--- config.mk ---
export PLATFORM = sky130hd
export DESIGN_NAME = adc_frame_seq
export DESIGN_NICKNAME = d
export VERILOG_FILES = /design/src/rtl/sfs_pkg.sv /design/src/rtl/sfs_edge_det.sv /design/src/rtl/sfs_seq.sv /design/src/rtl/sfs_shift.sv /design/src/rtl/adc_frame_seq.sv
export SDC_FILE = /design/constraint.sdc
export NUM_CORES = 1
export LEC_CHECK = 0
export BUFFER_PORTS_ARGS = -buffer_cell sky130_fd_sc_hd__buf_2
export CELL_PAD_IN_SITES_DETAIL_PLACEMENT = 1
export CELL_PAD_IN_SITES_GLOBAL_PLACEMENT = 2
export CORE_MARGIN = 2
export CORE_UTILIZATION = 34
export DETAILED_ROUTE_END_ITERATION = 8
export PLACE_DENSITY = 0.79
export SLEW_MARGIN = 40
export SYNTH_ARGS = -nofsm -noshare
export SYNTH_HDL_FRONTEND = slang
export SYNTH_SLANG_ARGS = --single-unit
--- constraint.sdc ---
create_clock -name clk -period 2.9 [get_ports clk]
set_input_delay 0.29 -clock clk [delete_from_list [all_inputs] [get_ports clk]]
set_output_delay 0.29 -clock clk [all_outputs]
set_load 0.005 [all_outputs]
--- src/rtl/sfs_pkg.sv ---
// Shared types of the frame sequencer.
// Assumes: nothing beyond IEEE 1800-2017.
package sfs_pkg;
    typedef enum logic [1:0] {
        PH_IDLE = 2'd0,
        PH_CTRL = 2'd1,
        PH_ACQ  = 2'd2,
        PH_CONV = 2'd3
    } phase_t;
endpackage

--- src/rtl/sfs_edge_det.sv ---
// Serial clock edge detector.
// Does: flags rising and falling edges of the host serial clock, one clk wide.
// Assumes: ser_clk is already synchronous to clk and idles low out of reset.
module sfs_edge_det (
    input  logic clk,
    input  logic rst_n,
    input  logic ser_clk,
    output logic rise,
    output logic fall
);
    logic prev_q;

    // Remember the serial clock level of the previous system cycle.
    always_ff @(posedge clk) begin
        if (!rst_n) prev_q <= 1'b0;
        else        prev_q <= ser_clk;
    end

    // Edge flags from the current and previous levels.
    always_comb begin
        rise = ser_clk & ~prev_q;
        fall = ~ser_clk & prev_q;
    end
endmodule

--- src/rtl/sfs_seq.sv ---
// Frame phase sequencer.
// Does: detects the start bit, captures the channel bit, counts falling
// edges through acquisition and conversion, and pulses load_o when the
// result is ready (always on a falling edge).
// Assumes: gate_i tells whether the result shifter allows a new start bit.
module sfs_seq #(
    parameter int CONV_CYCLES = 12,
    parameter int ACQ_BEGIN   = 4,
    parameter int ACQ_LEN_EXT = 2,
    parameter int ACQ_LEN_INT = 4,
    parameter int CONV_LEN_EXT = 2
) (
    input  logic clk,
    input  logic rst_n,
    input  logic sel_n,
    input  logic rise,
    input  logic fall,
    input  logic ser_in,
    input  logic int_timing,
    input  logic gate_i,
    output logic load_o,
    output logic ch_o,
    output logic int_m_o
);
    import sfs_pkg::*;

    localparam int FW = 4;
    localparam int CW = $clog2(CONV_CYCLES + 1);
    localparam logic [FW-1:0] F_ACQ  = FW'(ACQ_BEGIN);
    localparam logic [FW-1:0] F_CONV_EXT = FW'(ACQ_BEGIN + ACQ_LEN_EXT);
    localparam logic [FW-1:0] F_CONV_INT = FW'(ACQ_BEGIN + ACQ_LEN_INT);
    localparam logic [FW-1:0] F_RES_EXT  = FW'(ACQ_BEGIN + ACQ_LEN_EXT + CONV_LEN_EXT);
    localparam logic [CW-1:0] CC_DONE = CW'(CONV_CYCLES);

    phase_t        st;
    logic [FW-1:0] fcnt;
    logic [FW-1:0] fcnt_nx;
    logic [CW-1:0] cc;
    logic          ch_wait;
    logic          conv_done;

    // Next falling-edge count and end-of-conversion condition.
    always_comb begin
        fcnt_nx   = fcnt + 1'b1;
        conv_done = int_m_o ? (cc == CC_DONE) : (fcnt_nx == F_RES_EXT);
        load_o    = (st == PH_CONV) && fall && !sel_n && conv_done;
    end

    // Phase register, counters, channel and mode capture.
    always_ff @(posedge clk) begin
        if (!rst_n) begin
            st      <= PH_IDLE;
            fcnt    <= '0;
            cc      <= '0;
            ch_wait <= 1'b0;
            ch_o    <= 1'b0;
            int_m_o <= 1'b0;
        end else if (sel_n) begin
            st      <= PH_IDLE;
            ch_wait <= 1'b0;
        end else if (st == PH_IDLE) begin
            if (rise && ser_in && gate_i) begin
                st      <= PH_CTRL;
                fcnt    <= '0;
                int_m_o <= int_timing;
                ch_wait <= 1'b1;
            end
        end else begin
            if (rise && ch_wait) begin
                ch_o    <= ser_in;
                ch_wait <= 1'b0;
            end
            if (fall) fcnt <= fcnt_nx;
            case (st)
                PH_CTRL: if (fall && fcnt_nx == F_ACQ) st <= PH_ACQ;
                PH_ACQ: if (fall && fcnt_nx == (int_m_o ? F_CONV_INT : F_CONV_EXT)) begin
                    st <= PH_CONV;
                    cc <= '0;
                end
                PH_CONV: begin
                    if (int_m_o && cc != CC_DONE) cc <= cc + 1'b1;
                    if (fall && conv_done) st <= PH_IDLE;
                end
                default: st <= PH_IDLE;
            endcase
        end
    end


    abort_idle_chk: assert property (@(posedge clk) disable iff (!rst_n)
        sel_n |=> st == PH_IDLE);

    mode_hold_chk: assert property (@(posedge clk) disable iff (!rst_n)
        (st != PH_IDLE) |=> $stable(int_m_o));

    ch_before_load_chk: assert property (@(posedge clk) disable iff (!rst_n)
        load_o |-> !ch_wait);
endmodule

--- src/rtl/sfs_shift.sv ---
// Result shifter.
// Does: loads a code on load_i, drives it MSB first, one bit per falling
// serial edge, and reports when a new start bit may be accepted.
// Assumes: load_i is only high together with fall.
module sfs_shift #(
    parameter int DATA_W   = 8,
    parameter int GATE_EXT = 5,
    parameter int GATE_INT = 4
) (
    input  logic              clk,
    input  logic              rst_n,
    input  logic              sel_n,
    input  logic              fall,
    input  logic              load_i,
    input  logic              int_m,
    input  logic [DATA_W-1:0] data_i,
    output logic              bit_o,
    output logic              gate_o
);
    localparam int CW = $clog2(DATA_W + 1);
    localparam logic [CW-1:0] LAST   = CW'(DATA_W);
    localparam logic [CW-1:0] THR_E  = CW'(DATA_W - GATE_EXT);
    localparam logic [CW-1:0] THR_I  = CW'(DATA_W - GATE_INT);

    logic [DATA_W-1:0] sr;
    logic [CW-1:0]     cnt;
    logic              act;

    // Shift register, driven-bit count and active flag.
    always_ff @(posedge clk) begin
        if (!rst_n) begin
            sr  <= '0;
            cnt <= '0;
            act <= 1'b0;
        end else if (sel_n) begin
            cnt <= '0;
            act <= 1'b0;
        end else if (fall) begin
            if (load_i) begin
                sr  <= data_i;
                cnt <= CW'(1);
                act <= 1'b1;
            end else if (act) begin
                if (cnt == LAST) begin
                    act <= 1'b0;
                end else begin
                    sr  <= sr << 1;
                    cnt <= cnt + 1'b1;
                end
            end
        end
    end

    // Serial bit and start-bit gate.
    always_comb begin
        bit_o  = act & sr[DATA_W-1];
        gate_o = !act || (cnt >= (int_m ? THR_I : THR_E));
    end


    abort_clear_chk: assert property (@(posedge clk) disable iff (!rst_n)
        sel_n |=> !act);

    no_overlap_chk: assert property (@(posedge clk) disable iff (!rst_n)
        load_i |-> !act);

    out_on_fall_chk: assert property (@(posedge clk) disable iff (!rst_n)
        (!fall && !sel_n) |=> $stable(bit_o));

    low_after_lsb_chk: assert property (@(posedge clk) disable iff (!rst_n)
        (act && cnt == LAST && fall && !load_i && !sel_n) |=> !bit_o);
endmodule

--- src/rtl/adc_frame_seq.sv ---
// Top of the serial converter frame sequencer.
// Does: ties the edge detector, phase sequencer and result shifter together
// and selects the channel code to load.
// Assumes: all host lines are synchronous to clk; the codes are stable.
module adc_frame_seq #(
    parameter int DATA_W      = 8,
    parameter int CONV_CYCLES = 12
) (
    input  logic              clk,
    input  logic              rst_n,
    input  logic              sel_n,
    input  logic              ser_clk,
    input  logic              ser_in,
    input  logic              int_timing,
    input  logic [DATA_W-1:0] smp_ch0,
    input  logic [DATA_W-1:0] smp_ch1,
    output logic              ser_out,
    output logic              ser_oe
);
    logic rise, fall, load, ch, int_m, gate;
    logic [DATA_W-1:0] code;

    sfs_edge_det u_edge (
        .clk(clk), .rst_n(rst_n), .ser_clk(ser_clk), .rise(rise), .fall(fall)
    );

    sfs_seq #(.CONV_CYCLES(CONV_CYCLES)) u_seq (
        .clk(clk), .rst_n(rst_n), .sel_n(sel_n), .rise(rise), .fall(fall),
        .ser_in(ser_in), .int_timing(int_timing), .gate_i(gate),
        .load_o(load), .ch_o(ch), .int_m_o(int_m)
    );

    // Channel code chosen by the captured control bit.
    always_comb begin
        code   = ch ? smp_ch1 : smp_ch0;
        ser_oe = ~sel_n;
    end

    sfs_shift #(.DATA_W(DATA_W)) u_shift (
        .clk(clk), .rst_n(rst_n), .sel_n(sel_n), .fall(fall), .load_i(load),
        .int_m(int_m), .data_i(code), .bit_o(ser_out), .gate_o(gate)
    );
endmodule

Word level (Yosys, flattened, before mapping)
Index checks and enable logic that the tools add are counted.
{"block": "classes", "addsub": 3, "mul": 0, "div_mod_pow": 0, "magnitude_cmp": 1, "n_eq_ne": 16, "shifts": 0, "muxes": 28, "n_bitwise": 8, "n_reduce_logical": 27}
{"cell": "$mux 4", "count": 9}
{"cell": "$mux 8", "count": 4}
{"cell": "$add 4x1->4 const B", "count": 3}
{"cell": "$eq 4x4->1 const B", "count": 3}
{"cell": "$reduce_and 3->1", "count": 4}
{"cell": "$logic_and 1x1->1", "count": 10}
{"cell": "$mux 2", "count": 5}
{"cell": "$pmux 4 s2", "count": 1}
{"cell": "$reduce_and 4->1", "count": 2}
{"cell": "$reduce_bool 2->1", "count": 4}
{"cell": "$mux 1", "count": 7}
{"cell": "$ne 2x2->1 const B", "count": 3}
{"cell": "$ne 3x1->1 const B", "count": 2}
{"cell": "$pmux 2 s3", "count": 1}
{"cell": "$not 1->1", "count": 5}
{"cell": "$reduce_and 5->1", "count": 1}
{"cell": "$eq 2x2->1 const B", "count": 2}
{"cell": "$eq 4x3->1 const B", "count": 1}
{"cell": "$eq 4x4->1", "count": 1}
{"cell": "$ge 4x4->1", "count": 1}
{"cell": "$ne 4x4->1 const B", "count": 1}
{"cell": "$and 1x1->1", "count": 3}
{"cell": "$mux 3", "count": 1}
{"cell": "$ne 3x3->1 const B", "count": 1}
{"cell": "7 further kinds", "count": 8}
{"block": "totals", "register_bits": 27, "latch_bits": 0, "ramBits": 0, "romBits": 0, "input_bits": 22, "out_inout_bits": 2, "elab_cells": 93, "n_memories": 0}

Depth between registers and ports, before layout
{"block": "depth", "depth_word": 7, "mapped_depth": 9}

Cells and area by module
A second synthesis with hierarchy kept.
{"block": "unflattened", "cells_unflattened": 214, "hier_area_um2": 1888.1}
{"mod": "sfs_seq", "instances": 1, "cells_each": 116, "area_each_um2": 912.1, "seq_area_each_um2": 260.2}
{"mod": "sfs_shift", "instances": 1, "cells_each": 84, "area_each_um2": 802.0, "seq_area_each_um2": 260.2}
{"mod": "adc_frame_seq", "instances": 1, "cells_each": 10, "area_each_um2": 135.1, "seq_area_each_um2": 0.0}
{"mod": "sfs_edge_det", "instances": 1, "cells_each": 4, "area_each_um2": 38.8, "seq_area_each_um2": 20.0}

Worst setup path after synthesis
Ideal clock, no wire load.
{"block": "synth_path", "path_kind": "register to register", "start": "reg u_seq.int_m_o", "end": "reg u_seq.fcnt[2]", "t_arrival_ns": 2.141, "required_time_ns": 2.778, "path_slack_ns": 0.637, "stages_incl_launch_ff": 9, "n_path_buf": 0, "cell_sequence": "dfxtp_1 > inv_1 > ha_1 > nand2b_1 > a21o_1 > a2111o_1 > a21oi_1 > nor3_1 > a311o_1"}
{"block": "synth_between", "elab_chain_len": 6}
{"item": "start: declaration", "line": "sfs_seq.sv:23", "rtl": "output logic int_m_o"}
{"item": "start signal: assignment", "line": "sfs_seq.sv:65", "rtl": "int_m_o <= int_timing;"}
{"item": "$mux 3", "line": "sfs_shift.sv:57", "rtl": "gate_o = !act || (cnt >= (int_m ? THR_I : THR_E));"}
{"item": "$ge 4x4->1", "line": "sfs_shift.sv:57"}
{"item": "$logic_or 1x1->1", "line": "sfs_shift.sv:57"}
{"item": "$logic_and 1x1->1", "line": "sfs_seq.sv:62", "rtl": "if (rise && ser_in && gate_i) begin"}
{"item": "$ne 2x2->1 (no line)"}
{"item": "$reduce_and 3->1 (no line)"}
{"item": "end signal: assignment", "line": "sfs_seq.sv:73", "rtl": "if (fall) fcnt <= fcnt_nx;"}
{"item": "end: declaration", "line": "sfs_seq.sv:36", "rtl": "logic [FW-1:0] fcnt;"}
Every way passes these cells.
A chain may end at the register's enable or synchronous reset.

Final worst setup path
{"block": "layout_path", "start": "reg u_seq.fcnt[0]", "end": "reg u_shift.cnt[0]"}
{"block": "layout_between", "elab_chain_len": 6, "elab_cells_between_ends": 8, "classes_between": "1 x add/sub; 2 x eq/ne; 2 x mux; 3 x reduce/logical"}
{"item": "$add 4x1->4 (*)", "line": "sfs_seq.sv:44", "rtl": "fcnt_nx = fcnt + 1'b1;"}
{"item": "$eq 4x4->1 (*)", "line": "sfs_seq.sv:45", "rtl": "conv_done = int_m_o ? (cc == CC_DONE) : (fcnt_nx == F_RES_EXT);"}
{"item": "$mux 1 (*)", "line": "sfs_seq.sv:45"}
{"item": "$logic_and 1x1->1 (*)", "line": "sfs_seq.sv:46", "rtl": "load_o = (st == PH_CONV) && fall && !sel_n && conv_done;"}
{"item": "$ne 2x2->1 (no line) or $reduce_bool 2->1 (tied branches)"}
{"item": "$reduce_and 3->1 (no line)"}
{"item": "end signal: assignment", "line": "sfs_shift.sv:48", "rtl": "cnt <= cnt + 1'b1;"}
{"item": "end: declaration", "line": "sfs_shift.sv:26", "rtl": "logic [CW-1:0] cnt;"}
Mark *: on every way between the ends. The rest lies on a longest branch, timed or not.

==> out/qor.yml <==
p_seq_share_pct: 55.9
final-seq-area_um2: 541
final_cell_mix: "27 x dfxtp_1, 23 x buf_2, 20 x a21oi_1"
vias_per_cell: 5.57
synth_seq_cells: 27
crit_fanout: 12
grt_max_degree: 17
place_congestion: 0.839
cts_sinks: 27
fp.coreArea_um2: 5170
critPathLaunchType: "register"
status: "completed"
power_switching_uw: 176
grt_pass1_vias: 1756
worst-path-stages: 7
synthFlopType: "dfxtp_1"
post_cts_resized: 0
crit_slowest_cell: "a311o_1"
final_common_cell: "dfxtp_1"
syn_nets: 260
hpwlAfterDp_um: 3760
layout-drive-gt1-share_pct: 15.1
clkPwrFrac_pct: 34.7
slowest_delay_ns: 0.54
worst_pin_slew_ns: 0.616
fin_crit_sh_pct: 89.4
nFillCells: 636
fp.dieH_um: 77.7
drc_errors: 0
multi_input_area_um2: 1200
numCtsBuffers: 3
fin_worst_skew_ns: 0.00792
n_antenna_cell: 0
initial_core_util_pct: 35.7
first_pass_iters: 4
fmax_mhz: 386
ys_seq_area_share_pct: 29.2
crit_top_cell: "nor2_1"
antenna_found_initial: 0
rsz0062_at_grt: "false"
cp.buffers_inverters: 0
synthArstFlopShare_pct: 0
nets: 281
num_rows: 26
cap_violations: 0
critPathArrivalTime_ns: 2.78
syn_area_um2: 1850
dr.first_iter.drc_count: 57
io_buffers: 23
whs_ns: 0.242
clk_latency_ns: 0.28
worstSetupPathType: "reg2reg"
cp_top_family: "compound AO/OA/AOI/OAI gates"
yosys_warnings: 0
finalSetupViolCount: 0
final_max_slew_viol_count: 0
clk_pin_slew_worst_paths_ns: 0.11
hold_depth: 2
swShare_pct: 26.2
grt_pass1_wl_um: 8710
pin_count: 24
gr-total-overflow: 0
dr_total_vias: 1754
antenna_left: 0
cts_buffer_depth: 2
syn_inst: 225
synth-edff-count: 0
cts_tree: "built"
cts_root_buf: "clkbuf_8"
postCtsHoldBufs: 0
ir_worst_vdd_v: 0.000170
comb_power_share_pct: 9.4
cp-end-kind: "register"
die_x_um: 77.7
crit_chain: "ha_1, nor2_1, a21o_1, a311o_1, a21oi_1, nor2_1, o221a_2"
p_leak_nw: 0.767
r2r_cells: 7
wl_per_cell_um: 15.8
p_per_area_nw_per_um2: 326
slew_headroom_pct: 58.4
worstPathRequired_ns: 3.09
die_area_um2: 6040
final-hold-violation-count: 0
grt_use_total_pct: 17.9
min_path_type: "in2reg"
intPower_uw: 496
syn2layout_area_growth_pct: 11.5
period_minus_slack_ns: 2.59
synth.avg_cell_area_um2: 8.21
postCtsSetupRepairBufs: 0
drt_wl_total_um: 4990
yosysUniqueCellTypes: 50
setup_tns_ns: 0
h-tree-depth: 1
==> cells in the mapped netlist (2+ instances only) <==
master | number | area, µm²
a21o_1 | 4 | 30.0
a21oi_1 | 20 | 100
a311o_1 | 2 | 20.0
a311oi_1 | 2 | 17.5
a31oi_1 | 4 | 25.0
and2_1 | 5 | 31.3
and3_1 | 5 | 31.3
buf_6 | 2 | 22.5
clkbuf_1 | 5 | 18.8
dfxtp_1 | 27 | 541
ha_1 | 13 | 163
inv_1 | 13 | 48.8
mux2i_1 | 9 | 90.1
nand2_1 | 11 | 41.3
nand2b_1 | 4 | 25.0
nand3_1 | 16 | 80.1
nand3b_1 | 3 | 22.5
nand4_1 | 2 | 12.5
nor2_1 | 14 | 52.6
nor2b_1 | 4 | 25.0
nor3_1 | 2 | 10.0
nor3b_1 | 2 | 15.0
o2111ai_1 | 7 | 61.3
o211a_1 | 2 | 20.0
o211ai_1 | 2 | 15.0
o21a_1 | 2 | 15.0
o21ai_0 | 17 | 85.1
o21ai_1 | 3 | 15.0
or3_1 | 2 | 12.5
==> state kept, by name (all words and copies together) (netlist names) <==
register / cells
u_seq.st: 2
u_shift.act: 1
u_shift.cnt: 4
u_seq.cc: 4
u_shift.sr: 8
u_edge.prev_q: 1
u_seq.int_m_o: 1
u_seq.ch_o: 1
u_seq.fcnt: 4
u_seq.ch_wait: 1
==> path summary, 6_finish.rpt <==
path / start / end / slack (ns)
setup reg to reg: u_seq.fcnt[0] / u_shift.cnt[0] / 0.31
setup / recovery: u_seq.fcnt[0] / u_shift.cnt[0] / 0.31
hold reg to reg: u_shift.sr[2] / u_shift.sr[2] / 0.49
hold / removal: ser_clk / u_edge.prev_q / 0.24
==> per-stage QoR <==
stage / worst slack [ns] / utilization (%) / cells / power, mW / instance area (µm²)
2_1_floorplan: 0.637 / - / 225 / 0.421 / 1850
3_3_place_gp: 0.353 / 38.9 / 311 / 0.447 / 2010
3_5_place_dp: 0.347 / 38.9 / 311 / 0.448 / 2010
4_1_cts: 0.320 / 39.8 / 315 / 0.683 / 2060
5_1_grt: 0.0555 / 39.8 / 315 / 0.709 / 2060
6_report: 0.307 / 39.8 / 315 / 0.673 / 2060
==> metal layers <==
layer | vias up | wire length (µm) | track usage, %
li1 | 881 | - | -
met1 | 845 | 2620 | 25.7
met3 | 5 | 93 | 1.86
met4 | 0 | 65 | 5.36
met5 | - | 0 | 0
met2 | 23 | 2210 | 28.1
==> cell families (layout without fill, tap and decap cells) <==
group | Yosys count | in the layout | share of synthesized area [%]
AO/OA/AOI/OAI | 74 | 74 | 27.2
adder cells (fa/ha/maj) | 13 | 13 | 8.80
buffers and inverters | 22 | 42 | 5.55
flip-flops | 27 | 27 | 29.2
multiplexers | 10 | 10 | 5.48
AND/OR/NAND/NOR | 79 | 79 | 23.7
==> power by group through the flow <==
stage	Sequential [mW]	Clock (mW)	Combinational, mW
floorplan	0.384	0	0.0371
global placement	0.384	0	0.0628
detailed placement	0.385	0	0.0639
CTS	0.376	0.243	0.0643
global route	0.377	0.261	0.0714
finish	0.376	0.233	0.0633
==> cell type report <==
class	instances	share of cell area, %
Multi-Input combinational cell	176	58.5
Sequential cell	27	26.2
Timing Repair Buffer	25	6.31
Clock buffer	3	2.00
Tap cell	70	4.25
Clock inverter	1	0.364
Inverter	13	2.37
(Power assumes the default switching activity.)
